[src/rtl/bus_ck_pkg.sv]
package bus_ck_pkg;

    localparam int AHB_CODE_W = 4;
    localparam int APB_CODE_W = 3;
    localparam int SHIFT_W    = 4;
    localparam int CNT_W      = 9;   // enough for the largest ratio, 2**9
    localparam int N_AHB      = 3;
    localparam int N_APB      = 3;

    typedef struct packed {
        logic [CNT_W-1:0]   cnt;
        logic [SHIFT_W-1:0] act;
    } div_state_t;

    // log2 of the high-speed ratio; the step to 32 is skipped
    function automatic logic [SHIFT_W-1:0] ahb_shift(input logic [AHB_CODE_W-1:0] c);
        logic [SHIFT_W-1:0] low;
        low = SHIFT_W'(c[1:0]);
        if (!c[3])      return '0;
        else if (!c[2]) return low + SHIFT_W'(1);
        else            return low + SHIFT_W'(6);
    endfunction

    // log2 of a peripheral ratio relative to the high-speed strobe
    function automatic logic [SHIFT_W-1:0] apb_shift(input logic [APB_CODE_W-1:0] c);
        if (!c[2]) return '0;
        else       return SHIFT_W'(c[1:0]) + SHIFT_W'(1);
    endfunction

endpackage

[src/rtl/bus_ck_div.sv]
module bus_ck_div
    import bus_ck_pkg::*;
(
    input  logic               clk,
    input  logic               rst,
    input  logic               tick,
    input  logic [SHIFT_W-1:0] shift_req,
    output logic               stb
);
    div_state_t       st;
    logic [CNT_W-1:0] term;
    logic             at_term;

    always_comb begin
        term    = ~({CNT_W{1'b1}} << st.act);
        at_term = (st.cnt == term);
        stb     = tick & at_term;
    end

    always_ff @(posedge clk) begin
        if (rst) begin
            st.cnt <= '0;
            st.act <= '0;
        end else if (tick) begin
            if (at_term) begin
                st.cnt <= '0;
                st.act <= shift_req;
            end else begin
                st.cnt <= st.cnt + CNT_W'(1);
            end
        end
    end

endmodule

[src/rtl/bus_ck_gate.sv]
module bus_ck_gate #(
    parameter int N = 3
) (
    input  logic         stb,
    input  logic [N-1:0] off,
    output logic [N-1:0] en
);
    for (genvar k = 0; k < N; k++) begin : g_q
        assign en[k] = stb & ~off[k];
    end
endmodule

[src/rtl/bus_ck_tree.sv]
module bus_ck_tree
    import bus_ck_pkg::*;
#(
    parameter int NA = N_AHB,
    parameter int NP = N_APB
) (
    input  logic                     clk,
    input  logic                     rst,
    input  logic [AHB_CODE_W-1:0]    ahb_code,
    input  logic [NP*APB_CODE_W-1:0] apb_code,
    input  logic [NA-1:0]            ahb_off,
    input  logic [NP-1:0]            apb_off,
    output logic                     ahb_stb,
    output logic [NP-1:0]            apb_stb,
    output logic [NA-1:0]            ahb_en,
    output logic [NP-1:0]            apb_en
);
    bus_ck_div u_hdiv (
        .clk       (clk),
        .rst       (rst),
        .tick      (1'b1),
        .shift_req (ahb_shift(ahb_code)),
        .stb       (ahb_stb)
    );

    bus_ck_gate #(.N(NA)) u_hgate (
        .stb (ahb_stb),
        .off (ahb_off),
        .en  (ahb_en)
    );

    for (genvar i = 0; i < NP; i++) begin : g_p
        bus_ck_div u_pdiv (
            .clk       (clk),
            .rst       (rst),
            .tick      (ahb_stb),
            .shift_req (apb_shift(apb_code[i*APB_CODE_W +: APB_CODE_W])),
            .stb       (apb_stb[i])
        );

        bus_ck_gate #(.N(1)) u_pgate (
            .stb (apb_stb[i]),
            .off (apb_off[i]),
            .en  (apb_en[i])
        );
    end

endmodule

[config.mk]
export PLATFORM = sky130hd
export DESIGN_NAME = bus_ck_tree
export DESIGN_NICKNAME = d
export VERILOG_FILES = /design/src/rtl/bus_ck_pkg.sv /design/src/rtl/bus_ck_div.sv /design/src/rtl/bus_ck_gate.sv /design/src/rtl/bus_ck_tree.sv
export SDC_FILE = /design/constraint.sdc
export NUM_CORES = 1
export LEC_CHECK = 0
export BUFFER_PORTS_ARGS = -buffer_cell sky130_fd_sc_hd__buf_2
export CAP_MARGIN = 20
export CORE_ASPECT_RATIO = 1.25
export CORE_MARGIN = 2
export CORE_UTILIZATION = 55
export DETAILED_ROUTE_END_ITERATION = 12
export PLACE_DENSITY = 0.84
export REMOVE_ABC_BUFFERS = 1
export SYNTH_ARGS = -nofsm -noshare
export SYNTH_HDL_FRONTEND = slang
export SYNTH_SLANG_ARGS = --single-unit
[constraint.sdc]
create_clock -name clk -period 7.2 [get_ports clk]
set_input_delay 0.72 -clock clk [delete_from_list [all_inputs] [get_ports clk]]
set_output_delay 0.72 -clock clk [all_outputs]
set_load 0.01 [all_outputs]
==> results.md <==
* Final RePlAce weighted congestion at slightly below 0.9
* Req. time, crit path at 6.48 ns
* Sequential area share after synthesis at about a third
* CTS Buffer Depth at 2
* Placed Area at roughly 3200 um^2
* Core area at 5440 um^2
* HP Class: flip-flop to flip-flop
* IO buf count at 30
* Layout cells sized above 1 at between 10% and 20%
* Clock Skews at 0.0119 ns
* Final nets at between 400 and 500
* #FFs+latches synth at 49
* DRT antenna net count at 0
* Ys flop type: dfxtp_1
* Post-CTS Setup Bufs at 0
* Dominant cells by area after synthesis: dfxtp_1 (31%), a21oi_1 (6.6%), nand3_1 (4.5%)
* XOR/XNOR Fraction of Synth Area at 3.94%
* Routing usage on met3 at 4.14%
* Initial Utilization at between 50% and 60%
* Cell count after synthesis at around 400
* Post-route insts no fill at roughly 480
* CP startpoint kind: flip-flop
* # DRC at 0
* Worst VDD drop at about 0.35 mV
* GR Layer Usage met1 at around a quarter
* Final WL at approximately 6700 um
* Met2 Use GR at 38.4%
* DR iter-0 viols at just over 300
* Min Hold Slack at ~0.5 ns
* Pins Over Slew Limit at 0
* Pin count of the biggest net entering global routing at 65
* Dpl hpwl at roughly 4500 um
* CTS Sinks at 49
* Yosys warns at 0
* Crit Path Class: flip-flop to output port
* Syn Area/Cell at between 7 and 8 um^2
* Max-cap check violation count at 0
* CP arrival at ~2.6 ns
* Die width at 71.3 um
* Grt ovf at 0
* Rows at 30
* Inst Count DP at between 400 and 500
* # IOs at 31
* Via count at ~3.0k
* Gr busiest metal: met2
* Peak Freq at between 300 and 400 MHz
* Vias per inst at between 6 and 7
* Fillers at about 470
* Outcome: finished clean
* Worst slew pin tran at between 0.9 and 1 ns
* Synth Area in Adders at 3.54%
* Pleak at about 1.1 nW
* Slew HR at 34.6%
* Post-synth top area cell: dfxtp_1
* Synth top area share at between 30% and 40%
* Synth cell types at just under 50
* Final Setup Violations at 0
* Die H at about 88 um
* Most frequent cells after synthesis: dfxtp_1 (49), a21oi_1 (41), nand2_1 (31), nor2_1 (30), nand3_1 (28)
* Vias in the first global route at 2662
* Worst setup EP type: output port
* Fin. Hold Viols at 0
* DRT Pass-1 Iters at 4
* PwrDens at ~470 nW/um^2
* Most frequent cell after synthesis: dfxtp_1
* H-tree level count at 2
* Post-CTS sizing at 0
* Multiplexer share of the synthesized area at 0%
* TritonCTS Buffers at 5
* Post-route design area at around 3300 um^2
* First-pass GRT wire length at 11500 um
* Max Fanout on Critical Path at 60
* RSZ-0062 raised after global routing: no
* CTS tree: done
* CTS Hold Buffers Added at 0
* GRT Util Overall at between 20% and 30%
* Post-Route Setup TNS at 0 ns
* Synth Area in Compound Gates at 22.2%
* Async SR Flop Fraction at 0%
* Final min period at around 3.3 ns
* Largest family of logic cells by synthesized area: simple AND/OR/NAND/NOR gates
* Post-synthesis cell area at slightly above 3000 um^2
* Die area at around 6300 um^2
* Ant. Diodes at 0
* Skew-Pair Late Insertion Delay at slightly above 0.3 ns
* Clock-pin slew of the registers on the worst-case setup and hold paths at about 0.090 ns
* Antenna violations before repair at 0
* Final worst path period share at a little under half
* Area grow syn2layout at 4.90%
* Post-synth EDFFs at 0
* Clk root buf: clkbuf_8
* Routed wire length per instance at about 14 um
* Simple-gate area share of the yosys netlist at a little under a third
==> cells by family after synthesis <==
logic type | count (synthesis)
adders and majority gates | 9
xor gates and xnor gates | 14
and+or+nand+nor | 179
AOI/OAI and AO/OA | 108
buffers and inverters | 52
DFF | 49
==> power by group <==
group,switching (mW),internal (mW)
registers,0.0836,0.311
clock network,0.0940,0.0686
logic,0.661,0.315
==> area by class of cell <==
type	count	area, um^2	share of cell area [%]
Multi-Input combinational cell	310	1900	58.3
Sequential cell	49	981	30.0
Inverter	15	56.3	1.72
Clock inverter	2	15.0	0.460
Tap cell	64	80.1	2.45
Clock buffer	6	72.6	2.22
Timing Repair Buffer	31	158	4.83
==> metrics by stage <==
stage          total power [mW]  util (%)  setup WS [ns]
2_1_floorplan              1.07         -           3.73
3_3_place_gp               1.33      58.4           4.27
3_5_place_dp               1.36      58.4           4.22
4_1_cts                    1.53      60.0           3.88
5_1_grt                    1.68      60.0           3.66
6_report                   1.53      60.0           3.87
==> flip-flops by register name, indices dropped and copies added, names as in the netlist <==
| name | count |
|---|---|
| g_p.u_pdiv.st | 36 |
| u_hdiv.st | 13 |
==> critical path, cell delays in order (launching register included) <==
cell	delay (ns)
dfxtp_1	0.44
or4_1	0.56
a21oi_1	0.14
a211oi_1	0.06
nand3b_1	0.16
buf_4	0.30
inv_1	0.41
buf_2	0.22
==> metal layers <==
layer	routed length, um	up-vias
met3	223	10
met2	3290	65
met5	0	-
met1	3070	1394
li1	-	1508
met4	88	0
==> layout by cell type, fill, tap and decap left out, types with 5 or more instances in the layout <==
cell type and n:
ha_1 8, nand3b_1 9, o32ai_1 14, nor2_1 30
xnor2_1 7, and3_1 6, or2_2 5, clkbuf_8 5
inv_1 15, nand4_1 7, nand3_1 28, or4b_1 5
o21ai_0 26, nand2_1 31, xor2_1 7, nand2b_1 5
buf_2 30, dfxtp_1 49, or3_1 21, a21oi_1 41
nor3_1 10
==> worst paths after layout <==
path / from / to / slack, ns / depth (start not counted)
worst max-delay path: u_hdiv.st[1]$_SDFFE_PP0N_ / ahb_stb / 3.87 / 7
worst max register to register: u_hdiv.st[1]$_SDFFE_PP0N_ / g_p[1].u_pdiv.st[12]$_SDFFE_PP0N_ / 4.40 / 8
worst min-delay path: g_p[0].u_pdiv.st[12]$_SDFFE_PP0N_ / g_p[0].u_pdiv.st[12]$_SDFFE_PP0N_ / 0.51 / 2
worst min register to register: g_p[0].u_pdiv.st[12]$_SDFFE_PP0N_ / g_p[0].u_pdiv.st[12]$_SDFFE_PP0N_ / 0.51 / 2
Power figures use the tool's default switching activity.
